### config.mk
export PLATFORM = sky130hd
export DESIGN_NAME = dslot_seq
export DESIGN_NICKNAME = d
export VERILOG_FILES = /design/src/rtl/dss_pkg.sv /design/src/rtl/dss_cond_eval.sv /design/src/rtl/dss_ctrl.sv /design/src/rtl/dss_pc_reg.sv /design/src/rtl/dslot_seq.sv
export SDC_FILE = /design/constraint.sdc
export NUM_CORES = 1
export LEC_CHECK = 0
export BUFFER_PORTS_ARGS = -buffer_cell sky130_fd_sc_hd__buf_2
export CELL_PAD_IN_SITES_DETAIL_PLACEMENT = 0
export CELL_PAD_IN_SITES_GLOBAL_PLACEMENT = 1
export CORE_MARGIN = 1.5
export CORE_UTILIZATION = 34
export CTS_CLUSTER_DIAMETER = 50
export DETAILED_ROUTE_END_ITERATION = 16
export PLACE_DENSITY_LB_ADDON = 0.1
export RECOVER_POWER = 25
export SYNTH_ARGS = -nofsm -noshare
export SYNTH_HDL_FRONTEND = slang
export SYNTH_SLANG_ARGS = --single-unit
### constraint.sdc
create_clock -name clk -period 1.8 [get_ports clk]
set_input_delay 0.36 -clock clk [delete_from_list [all_inputs] [get_ports clk]]
set_output_delay 0.36 -clock clk [all_outputs]
set_load 0.05 [all_outputs]
### src/rtl/dss_pkg.sv
package dss_pkg;
    typedef enum logic [1:0] {
        XF_NONE   = 2'd0,
        XF_BRANCH = 2'd1,
        XF_CALL   = 2'd2,
        XF_SPARE  = 2'd3
    } xfer_e;

    typedef enum logic [1:0] {
        ST_SEQ   = 2'd0,
        ST_DELAY = 2'd1,
        ST_ANNUL = 2'd2
    } seq_state_e;

    // bit 2 inverts the sense of the test in bits 1:0
    localparam logic [2:0] CC_NEVER  = 3'd0;
    localparam logic [2:0] CC_EQ     = 3'd1;
    localparam logic [2:0] CC_LE     = 3'd2;
    localparam logic [2:0] CC_LT     = 3'd3;
    localparam logic [2:0] CC_ALWAYS = 3'd4;
    localparam logic [2:0] CC_NE     = 3'd5;
    localparam logic [2:0] CC_GT     = 3'd6;
    localparam logic [2:0] CC_GE     = 3'd7;
endpackage

### src/rtl/dss_cond_eval.sv
module dss_cond_eval
    import dss_pkg::*;
(
    input  logic [2:0] cond,
    input  logic [2:0] nzv,
    output logic       holds
);
    logic flag_n, flag_z, flag_v, less, base;

    assign flag_n = nzv[2];
    assign flag_z = nzv[1];
    assign flag_v = nzv[0];
    assign less   = flag_n ^ flag_v;

    always_comb begin
        unique case (cond[1:0])
            2'd0: base = 1'b0;
            2'd1: base = flag_z;
            2'd2: base = flag_z | less;
            2'd3: base = less;
            default: base = 1'b0;
        endcase
        holds = base ^ cond[2];
    end
endmodule

### src/rtl/dss_ctrl.sv
module dss_ctrl
    import dss_pkg::*;
(
    input  logic       clk,
    input  logic       rst_n,
    input  logic [1:0] kind,
    input  logic [2:0] cond,
    input  logic       annul,
    input  logic       cond_true,
    output logic       redirect,
    output logic       slot_kill
);
    seq_state_e state, state_nx;
    logic accept, is_call, squash_nx;

    assign accept  = (state != ST_ANNUL) &&
                     ((kind == XF_BRANCH) || (kind == XF_CALL));
    assign is_call = (kind == XF_CALL);
    assign squash_nx = accept && !is_call && annul &&
                       (!cond_true || (cond == CC_ALWAYS));

    always_comb begin
        state_nx = ST_SEQ;
        unique case (state)
            ST_SEQ, ST_DELAY: begin
                if (accept)
                    state_nx = squash_nx ? ST_ANNUL : ST_DELAY;
                else
                    state_nx = ST_SEQ;
            end
            ST_ANNUL: state_nx = ST_SEQ;
            default:  state_nx = ST_SEQ;
        endcase
    end

    always_ff @(posedge clk or negedge rst_n) begin
        if (!rst_n) state <= ST_SEQ;
        else        state <= state_nx;
    end

    always_comb begin
        redirect  = accept && (is_call || cond_true);
        slot_kill = (state == ST_ANNUL);
    end

    // a transfer in an unsquashed slot is honoured
    assert_delay_accepts_R11: assert property (@(posedge clk) disable iff (!rst_n)
        (state == ST_DELAY && kind == XF_CALL) |=> (state == ST_DELAY));
endmodule

### src/rtl/dss_pc_reg.sv
module dss_pc_reg #(
    parameter int unsigned ADDR_W   = 32,
    parameter int unsigned STEP     = 4,
    parameter logic [ADDR_W-1:0] RESET_PC = '0
) (
    input  logic              clk,
    input  logic              rst_n,
    input  logic              redirect,
    input  logic [ADDR_W-1:0] target,
    output logic [ADDR_W-1:0] pc
);
    localparam logic [ADDR_W-1:0] INC = ADDR_W'(STEP);

    always_ff @(posedge clk or negedge rst_n) begin
        if (!rst_n)        pc <= RESET_PC;
        else if (redirect) pc <= target;
        else               pc <= pc + INC;
    end
endmodule

### src/rtl/dslot_seq.sv
module dslot_seq
    import dss_pkg::*;
#(
    parameter int unsigned ADDR_W   = 32,
    parameter int unsigned STEP     = 4,
    parameter logic [ADDR_W-1:0] RESET_PC = '0
) (
    input  logic              clk,
    input  logic              rst_n,
    input  logic [1:0]        xfer_kind,
    input  logic [2:0]        xfer_cond,
    input  logic              xfer_annul,
    input  logic [ADDR_W-1:0] xfer_target,
    input  logic [2:0]        cc_nzv,
    output logic [ADDR_W-1:0] fetch_pc,
    output logic              slot_kill
);
    localparam logic [ADDR_W-1:0] INC = ADDR_W'(STEP);

    logic cond_true, redirect;

    dss_cond_eval u_eval (
        .cond  (xfer_cond),
        .nzv   (cc_nzv),
        .holds (cond_true)
    );

    dss_ctrl u_ctrl (
        .clk       (clk),
        .rst_n     (rst_n),
        .kind      (xfer_kind),
        .cond      (xfer_cond),
        .annul     (xfer_annul),
        .cond_true (cond_true),
        .redirect  (redirect),
        .slot_kill (slot_kill)
    );

    dss_pc_reg #(.ADDR_W(ADDR_W), .STEP(STEP), .RESET_PC(RESET_PC)) u_pc (
        .clk      (clk),
        .rst_n    (rst_n),
        .redirect (redirect),
        .target   (xfer_target),
        .pc       (fetch_pc)
    );

    assert_seq_advance_R2: assert property (@(posedge clk) disable iff (!rst_n)
        (!slot_kill && (xfer_kind == XF_NONE || xfer_kind == XF_SPARE))
        |=> (fetch_pc == $past(fetch_pc) + INC) && !slot_kill);

    assert_call_redirect_R6: assert property (@(posedge clk) disable iff (!rst_n)
        (!slot_kill && xfer_kind == XF_CALL)
        |=> (fetch_pc == $past(xfer_target)) && !slot_kill);

    assert_kill_ignores_R10: assert property (@(posedge clk) disable iff (!rst_n)
        slot_kill |=> !slot_kill && (fetch_pc == $past(fetch_pc) + INC));

    assert_plain_no_kill_R7: assert property (@(posedge clk) disable iff (!rst_n)
        (!slot_kill && xfer_kind == XF_BRANCH && !xfer_annul) |=> !slot_kill);

    assert_always_annul_R9: assert property (@(posedge clk) disable iff (!rst_n)
        (!slot_kill && xfer_kind == XF_BRANCH && xfer_annul && xfer_cond == CC_ALWAYS)
        |=> slot_kill && (fetch_pc == $past(xfer_target)));

    assert_never_annul_R9: assert property (@(posedge clk) disable iff (!rst_n)
        (!slot_kill && xfer_kind == XF_BRANCH && xfer_annul && xfer_cond == CC_NEVER)
        |=> slot_kill && (fetch_pc == $past(fetch_pc) + INC));
endmodule

==> impl_metrics.json, run 1 <==
{
  "place_area_mm2": 0.002988,
  "fin_util": 0.5203,
  "syn_inst": 208,
  "io_pins": 76,
  "clock-root-buffer": "clkbuf_8",
  "p_leak_uw": 0.001299,
  "drt_iter0_markers": 112,
  "die_y_um": 82.68,
  "area_growth_pct": 45.28,
  "postCtsHoldBufs": 0,
  "ys_seq_elements": 34,
  "grt_pass1_vias": 2094,
  "p_sw_frac": 0.4844,
  "seqPwrFrac": 0.316,
  "drv_cap": 0,
  "vias": 2212,
  "gr-total-overflow": 0,
  "crit_fanout": 7,
  "cp_num_buf_inv": 0,
  "p_switching_uw": 1987,
  "yosysUniqueCellTypes": 37,
  "min_period_over_period": 0.9844,
  "pwr-share-clk": 0.134,
  "rsz0062_at_grt": "yes",
  "cts.sinks": 34,
  "netlist_area_mm2": 0.002158,
  "finalMaxSlewViolations": 0,
  "crit_required_ns": 1.99,
  "die-area_mm2": 0.006835,
  "worst_pin_slew_ns": 1.050,
  "crit_slowest_cell": "or4_4",
  "insertion_delay_ns": 0.28,
  "cts_tree": "built",
  "vdd_drop_max_mv": 1.020,
  "hold_path_class": "in2async",
  "seq_area_frac_synth": 0.3942,
  "cts_buffers": 5,
  "crit_type": "reg2reg",
  "setup_viol": 0,
  "fin_skew_ns": 0.009467,
  "initial_utilization": 0.3582,
  "portBuffers": 75,
  "fin_crit_ns": 1.772,
  "yosys_warnings": 0,
  "wirelength_um": 6268,
  "die_w_um": 82.68,
  "grt_first_pass_wirelength_um": 10320,
  "holdWs_ns": 0.2418,
  "clockBufferDepth": 2,
  "power_density_mw_per_mm2": 1308,
  "max_slew_margin": 0.3003,
  "drc_errors": 0,
  "drive_gt1_frac": 0.5901,
  "ff2ff_setup_slack_ns": 0.03,
  "grtUsageTotal": 0.1977,
  "arrival_ns": 1.97,
  "firstDrtPassIters": 4,
  "grt_max_degree": 19,
  "cpPeakStageDelay_ns": 0.56,
  "worstSetupStartpointType": "register",
  "core_mm2": 0.006026,
  "endpoint_kind": "register",
  "routedWlPerCell_um": 15.79,
  "antenna_cells": 0,
  "crit_chain": "nand3_2 > or4_4 > or4_1 > a31oi_1",
  "design_area_mm2": 0.003136,
  "multi_input_comb_area_mm2": 0.001320,
  "path_clk_slew_ns": 0.08,
  "hpwl_um": 4681,
  "viasPerCell": 5.572,
  "seq_area_um2": 882.1,
  "postSynthAreaPerCell_um2": 10.38,
  "cts-htree-levels": 2,
  "antenna_found_initial": 0,
  "p_int_uw": 2115,
  "crit_family": "simple AND/OR/NAND/NOR gates",
  "ant_nets": 0,
  "final_nets": 366,
  "combPwrFrac": 0.550,
  "gp_congestion": 0.7178,
  "max_freq_mhz": 564.4,
  "row_count": 28,
  "report.final.hold_viol_count": 0,
  "fillers": 564,
  "status": "finished clean",
  "syn-num-nets": 253
}
-- power groups by stage --
stage	logic [uW]	registers (uW)	clock network, uW
4_1_cts	2220	1300	563
2_1_floorplan	705	2110	0
3_3_place_gp	2200	1310	0
6_report	2260	1300	549
5_1_grt	2420	1340	610
3_5_place_dp	2210	1310	0
-- synth_stat cells (all sizes together) --
master   count  area (um2)
mux2i        2       20.02
clkbuf       8       30.03
ha           2       25.02
or4         19       151.4
nand4        8       56.30
nor3         1       5.000
or3          2       13.77
o2111a       1       11.26
a31oi       16       100.1
nor3b        1       7.510
nand3       12       70.07
xnor2       11       96.34
and4         5       45.04
nand2        9       33.78
o21ai        1       5.000
a221oi       1       15.01
buf          6       42.54
mux2        15       168.9
a22o         1       10.01
nor2b        3       18.77
o21ba        1       10.01
o31ai       13       97.59
and3         6       37.54
xor2         4       35.03
o41ai        2       17.52
or2          3       18.77
a211o        1       10.01
a2111oi     16       140.1
inv          4       15.01
dfrtp       34       850.8
-- registers in the layout, summed over array words and instances, names as in the netlist --
| signal | cells |
|---|---|
| u_ctrl.state | 2 |
| u_pc.pc | 32 |
-- per-layer routing --
metal	global-route usage	share of wire	vias to the layer above
li1	-	-	1082
met1	0.2664	0.45	1062
met2	0.3317	0.48	64
met3	0.03846	0.057	4
met4	0.03500	0.0041	0
met5	0	0	-
-- repair_timing --
item | in CTS | in global routing
setup buffers | 0 | 8
resized for setup | 0 | 5
endpoints found under the setup margin | 0 | 11
-- cell families (layout without fill, tap and decap cells) --
| group | Yosys count | in the layout | share of synthesized area |
|---|---|---|---|
| AOI/OAI and AO/OA | 53 | 53 | 0.1930 |
| xor gates and xnor gates | 15 | 15 | 0.06087 |
| adders and majority gates | 2 | 2 | 0.01159 |
| buffers and inverters | 18 | 132 | 0.04058 |
| DFF | 34 | 34 | 0.3942 |
| muxes | 17 | 17 | 0.08754 |
| and+or+nand+nor | 69 | 69 | 0.2122 |
-- layout make-up --
type / instances / area share
timing repair buffer: 120 / 0.2366
tap: 75 / 0.02993
inverter: 4 / 0.004789
clock inverter: 2 / 0.003192
sequential: 34 / 0.2813
clock buffer: 6 / 0.02314
multi-input combinational: 156 / 0.4210
-- cell usage in the layout, fill, tap and decap left out, types with 2 or more instances in the layout --
| cell type | count |
|---|---|
| or4_4 | 2 |
| or2_4 | 2 |
| buf_2 | 74 |
| ha_4 | 2 |
| nand3_1 | 9 |
| mux2i_1 | 2 |
| clkinv_2 | 2 |
| and4_1 | 3 |
| xnor2_1 | 11 |
| o41ai_1 | 2 |
| clkbuf_1 | 2 |
| dfrtp_1 | 9 |
| buf_12 | 2 |
| buf_4 | 41 |
| dfrtp_2 | 25 |
| a31oi_1 | 16 |
| clkbuf_8 | 5 |
| inv_1 | 3 |
| a2111oi_0 | 15 |
| nor2b_1 | 2 |
| xor2_1 | 4 |
| or4_1 | 16 |
| nand2_1 | 7 |
| and3_1 | 5 |
| nand4_1 | 7 |
| o31ai_1 | 13 |
| mux2_2 | 14 |
| nand3_2 | 2 |
-- metrics by stage --
step	TNS (ns)	power, uW	std cells	worst slack [ns]
after floorplan	-0.4696	2815	208	-0.06954
after global placement	-2.205	3508	381	-0.1428
after detailed placement	-3.383	3520	381	-0.2549
after CTS	0	4078	389	0.002729
after global routing	-0.2210	4370	397	-0.07244
final	0	4102	397	0.02807
-- path summary, 6_finish.rpt --
check,from,end,depth (start not counted)
min in group clk,xfer_target[4],u_pc.pc[4],2
max in group asynchronous,rst_n,u_pc.pc[8],2
max,u_pc.pc[21],u_pc.pc[27],4
min reg2reg,u_pc.pc[1],u_pc.pc[1],1
max reg2reg,u_pc.pc[21],u_pc.pc[27],4
min,rst_n,u_pc.pc[21],1
Note: power is estimated with default switching activity, not from simulation.
==> inputs of run 2 (changes only) <==
--- a/config.mk
+++ b/config.mk
@@ -9,7 +9,7 @@
 export CELL_PAD_IN_SITES_DETAIL_PLACEMENT = 0
 export CELL_PAD_IN_SITES_GLOBAL_PLACEMENT = 1
 export CORE_MARGIN = 1.5
-export CORE_UTILIZATION = 34
+export CORE_UTILIZATION = 25
 export CTS_CLUSTER_DIAMETER = 50
 export DETAILED_ROUTE_END_ITERATION = 16
 export PLACE_DENSITY_LB_ADDON = 0.1
==> impl_metrics.json, run 2 (synthesis gave the netlist of run 1 again) <==
{
  "endpoint_kind": "register",
  "fin_ws_ns": 0.03233,
  "area_growth_pct": 47.77,
  "grtUsageTotal": 0.1563,
  "report.final.hold_viol_count": 0,
  "routedWlPerCell_um": 16.01,
  "insertion_delay_ns": 0.30,
  "cts-htree-levels": 2,
  "drv_cap": 0,
  "viasPerCell": 5.153,
  "row_count": 33,
  "portBuffers": 75,
  "rsz0062_at_grt": "yes",
  "die_w_um": 95.92,
  "largest_registers": "u_pc.pc x32, u_ctrl.state x2",
  "core_mm2": 0.008299,
  "cts.sinks": 34,
  "drc_errors": 0,
  "worst_pin_slew_ns": 0.9194,
  "crit_chain": "nand3_2 > or4_4 > or4_1 > a31oi_1",
  "die-area_mm2": 0.009200,
  "fin_skew_ns": 0.004852,
  "clock-root-buffer": "clkbuf_8",
  "crit_fanout": 6,
  "wirelength_um": 6803,
  "final_nets": 364,
  "worstSetupStartpointType": "register",
  "postCtsHoldBufs": 0,
  "finalMaxSlewViolations": 0,
  "grt_pass1_vias": 2078,
  "combPwrFrac": 0.553,
  "die_y_um": 95.92,
  "min_period_over_period": 0.9820,
  "arrival_ns": 1.99,
  "crit_type": "reg2reg",
  "fin_crit_ns": 1.768,
  "cts_buffers": 5,
  "p_int_uw": 2184,
  "crit_slowest_cell": "or4_4",
  "io_pins": 76,
  "pwr-share-clk": 0.148,
  "grt_max_degree": 35,
  "fin_util": 0.3843,
  "cpPeakStageDelay_ns": 0.59,
  "final_cell_mix": "75 x buf_2, 38 x buf_4, 25 x dfrtp_2, 16 x or4_1, 16 x a31oi_1",
  "holdWs_ns": 0.2690,
  "power_density_mw_per_mm2": 1326,
  "crit_required_ns": 2.02,
  "hold_path_class": "in2async",
  "vdd_drop_max_mv": 0.8610,
  "final_common_cell": "buf_2",
  "max_slew_margin": 0.3870,
  "ant_nets": 0,
  "seqPwrFrac": 0.299,
  "vias": 2190,
  "drt_iter0_markers": 77,
  "firstDrtPassIters": 4,
  "dpl_worst_slack_ns": -0.1492,
  "initial_utilization": 0.2601,
  "setup_viol": 0,
  "gr-total-overflow": 0,
  "cts_tree": "built",
  "status": "finished clean",
  "antenna_cells": 0,
  "gp_congestion": 0.7254,
  "antenna_found_initial": 0,
  "clockBufferDepth": 2,
  "drive_gt1_frac": 0.5969,
  "p_leak_uw": 0.001291,
  "hpwl_um": 5088,
  "p_switching_uw": 2045,
  "max_freq_mhz": 565.7,
  "grt_first_pass_wirelength_um": 10800,
  "top_register": "u_pc.pc",
  "p_sw_frac": 0.4836,
  "largest_register_ffs": 32,
  "finalPower_uw": 4229,
  "path_clk_slew_ns": 0.08
}
run 2: critical path: cells and delay by family (launching register included):
kind	cells	cell delay (ns)
and+or+nand+nor	3	1.14
AOI/OAI and AO/OA	1	0.13
DFF	1	0.42
run 2: worst paths after layout:
check                      slack (ns)  cells past startpoint     endpoint      startpoint
hold reg to reg                  0.51                      1   u_pc.pc[0]      u_pc.pc[0]
hold / removal                   0.27                      2  u_pc.pc[28]           rst_n
max in group asynchronous        0.89                      2   u_pc.pc[9]           rst_n
setup / recovery                 0.03                      4  u_pc.pc[27]     u_pc.pc[18]
setup reg to reg                 0.03                      4  u_pc.pc[27]     u_pc.pc[18]
min in group clk                 0.28                      3   u_pc.pc[2]  xfer_target[2]
run 2: power by group through the flow:
stage / sequential (uW) / clock [uW] / combinational (uW)
3_5_place_dp: 1280 / 0 / 2320
3_3_place_gp: 1280 / 0 / 2310
6_report: 1260 / 627 / 2340
5_1_grt: 1310 / 693 / 2510
2_1_floorplan: 2110 / 0 / 705
4_1_cts: 1270 / 648 / 2330
run 2: timing repair:
item | 4_1_cts | 5_1_grt
endpoints found under the setup margin | 0 | 6
buffers inserted | 0 | 2
gates resized for setup | 0 | 5
run 2: metal layers:
metal	routed length [um]	track usage
met5	0	0
met4	59	0.03676
met3	297	0.04186
met2	3296	0.2547
met1	3149	0.2049
run 2: final cells by class:
class / count / area, um2
multi-input cells: 156 / 1329
repair buffers: 118 / 737.0
fillers: 865 / 5110
clock inverters: 2 / 12.51
well taps: 105 / 131.4
clock buffers: 6 / 82.58
inverters: 4 / 15.01
flip-flops and latches: 34 / 882.1
run 2: per-stage QoR:
stage	TNS [ns]	instance area (um2)	std cells
6_report	0	3189	425
5_1_grt	-0.001598	3189	425
4_1_cts	0	3151	423
3_5_place_dp	-3.649	3055	415
3_3_place_gp	-3.283	3055	415
2_1_floorplan	-0.4696	2327	208
==> inputs of run 3 (changes only) <==
==> constraint.sdc (replaced) <==
create_clock -name clk -period 1.8 [get_ports clk]
set_input_delay 0.36 -clock clk [delete_from_list [all_inputs] [get_ports clk]]
set_output_delay 0.36 -clock clk [all_outputs]
set_load 0.1 [all_outputs]
==> impl_metrics.json, run 3 (synthesis gave the netlist of run 1 again) <==
{
  "status": "finished clean",
  "cts.sinks": 34,
  "top_register": "u_pc.pc",
  "path_clk_slew_ns": 0.08,
  "viasPerCell": 5.098,
  "portBuffers": 75,
  "cts_tree": "built",
  "grt_max_degree": 35,
  "largest_registers": "u_pc.pc x32, u_ctrl.state x2",
  "power_density_mw_per_mm2": 1563,
  "max_slew_margin": 0.3616,
  "vdd_drop_max_mv": 1.439,
  "die_w_um": 95.92,
  "fin_crit_ns": 1.782,
  "crit_fanout": 6,
  "finalPower_uw": 5212,
  "row_count": 33,
  "crit_type": "reg2reg",
  "vias": 2177,
  "design_area_mm2": 0.003334,
  "finalMaxSlewViolations": 0,
  "crit_required_ns": 2.01,
  "postCtsHoldBufs": 0,
  "wirelength_um": 7075,
  "worstSetupStartpointType": "register",
  "drv_cap": 0,
  "routedWlPerCell_um": 16.57,
  "hold_path_class": "in2async",
  "grt_first_pass_wirelength_um": 10920,
  "setup_viol": 0,
  "area_growth_pct": 54.49,
  "clock-root-buffer": "clkbuf_8",
  "gp_congestion": 0.7428,
  "antenna_cells": 0,
  "antenna_found_initial": 0,
  "fillers": 835,
  "report.final.hold_viol_count": 0,
  "drc_errors": 0,
  "setup_tns_ns": 0,
  "endpoint_kind": "register",
  "final_common_cell": "buf_2",
  "largest_register_ffs": 32,
  "rsz0062_at_grt": "yes",
  "cts-htree-levels": 2,
  "arrival_ns": 1.99,
  "min_period_over_period": 0.9902,
  "hpwl_um": 4921,
  "drt_iter0_markers": 57,
  "die-area_mm2": 0.009200,
  "worst_pin_slew_ns": 0.9577,
  "final_nets": 366,
  "die_y_um": 95.92,
  "drive_gt1_frac": 0.6056,
  "p_leak_uw": 0.001339,
  "final_cell_mix": "75 x buf_2, 37 x buf_4, 25 x dfrtp_4, 16 x or4_1, 16 x a31oi_1",
  "max_freq_mhz": 561.0,
  "grtUsageTotal": 0.1562,
  "initial_utilization": 0.2601,
  "place_area_mm2": 0.003078,
  "firstDrtPassIters": 4,
  "gr-total-overflow": 0,
  "grt_pass1_vias": 2077,
  "io_pins": 76,
  "clockBufferDepth": 2,
  "insertion_delay_ns": 0.29,
  "ant_nets": 0,
  "cts_buffers": 5,
  "fin_skew_ns": 0.004311,
  "core_mm2": 0.008299
}
[run 3: worst max-delay path, cell delays in order (launching register included)]
cell	delay [ns]
dfrtp_4	0.47
nand3_4	0.11
or4_4	0.56
or4_1	0.41
a31oi_1	0.15
[run 3: layout make-up]
cell class | instances | area, um2 | share of cell area
multi-input combinational | 156 | 1336 | 0.4007
sequential | 34 | 948.4 | 0.2844
timing repair buffer | 120 | 808.3 | 0.2424
tap | 105 | 131.4 | 0.03940
clock buffer | 6 | 82.58 | 0.02477
inverter | 4 | 15.01 | 0.004503
clock inverter | 2 | 12.51 | 0.003752
[run 3: worst paths after layout]
| path | startpoint | to | slack [ns] | cells past startpoint |
|---|---|---|---|---|
| worst min-delay path | rst_n | u_pc.pc[17] | 0.28 | 2 |
| min in group clk | xfer_target[11] | u_pc.pc[11] | 0.29 | 2 |
| worst max-delay path | u_pc.pc[17] | u_pc.pc[30] | 0.02 | 4 |
| worst max register to register | u_pc.pc[17] | u_pc.pc[30] | 0.02 | 4 |
| worst min register to register | u_pc.pc[0] | u_pc.pc[0] | 0.51 | 1 |
| max in group asynchronous | rst_n | u_pc.pc[2] | 0.80 | 2 |
[run 3: where the power goes]
part | internal (uW) | switching [uW]
Sequential | 1120 | 290
Clock | 308 | 323
Combinational | 844 | 2330
[run 3: stage by stage]
step             util  setup slack, ns  hold WS [ns]  std cells
2_1_floorplan       -          -0.1442       0.06441        208
3_3_place_gp   0.3709          -0.2235        0.4416        406
3_5_place_dp   0.3709          -0.2072        0.4422        406
4_1_cts        0.3823         0.001041        0.1251        414
5_1_grt        0.4018         -0.05562        0.2830        427
6_report       0.4018          0.01758        0.2842        427
[run 3: layer usage]
layer  vias to the layer above  wire [um]  track usage
met5                         -          0            0
li1                       1080          -            -
met1                      1050       3370       0.2063
met2                        43       3416       0.2623
met3                         4        231      0.02686
met4                         0         57      0.04044
[run 3: repair_timing]
item | in CTS | in global routing
gates resized for setup | 0 | 8
endpoints found under the setup margin | 0 | 10
setup buffers | 0 | 11
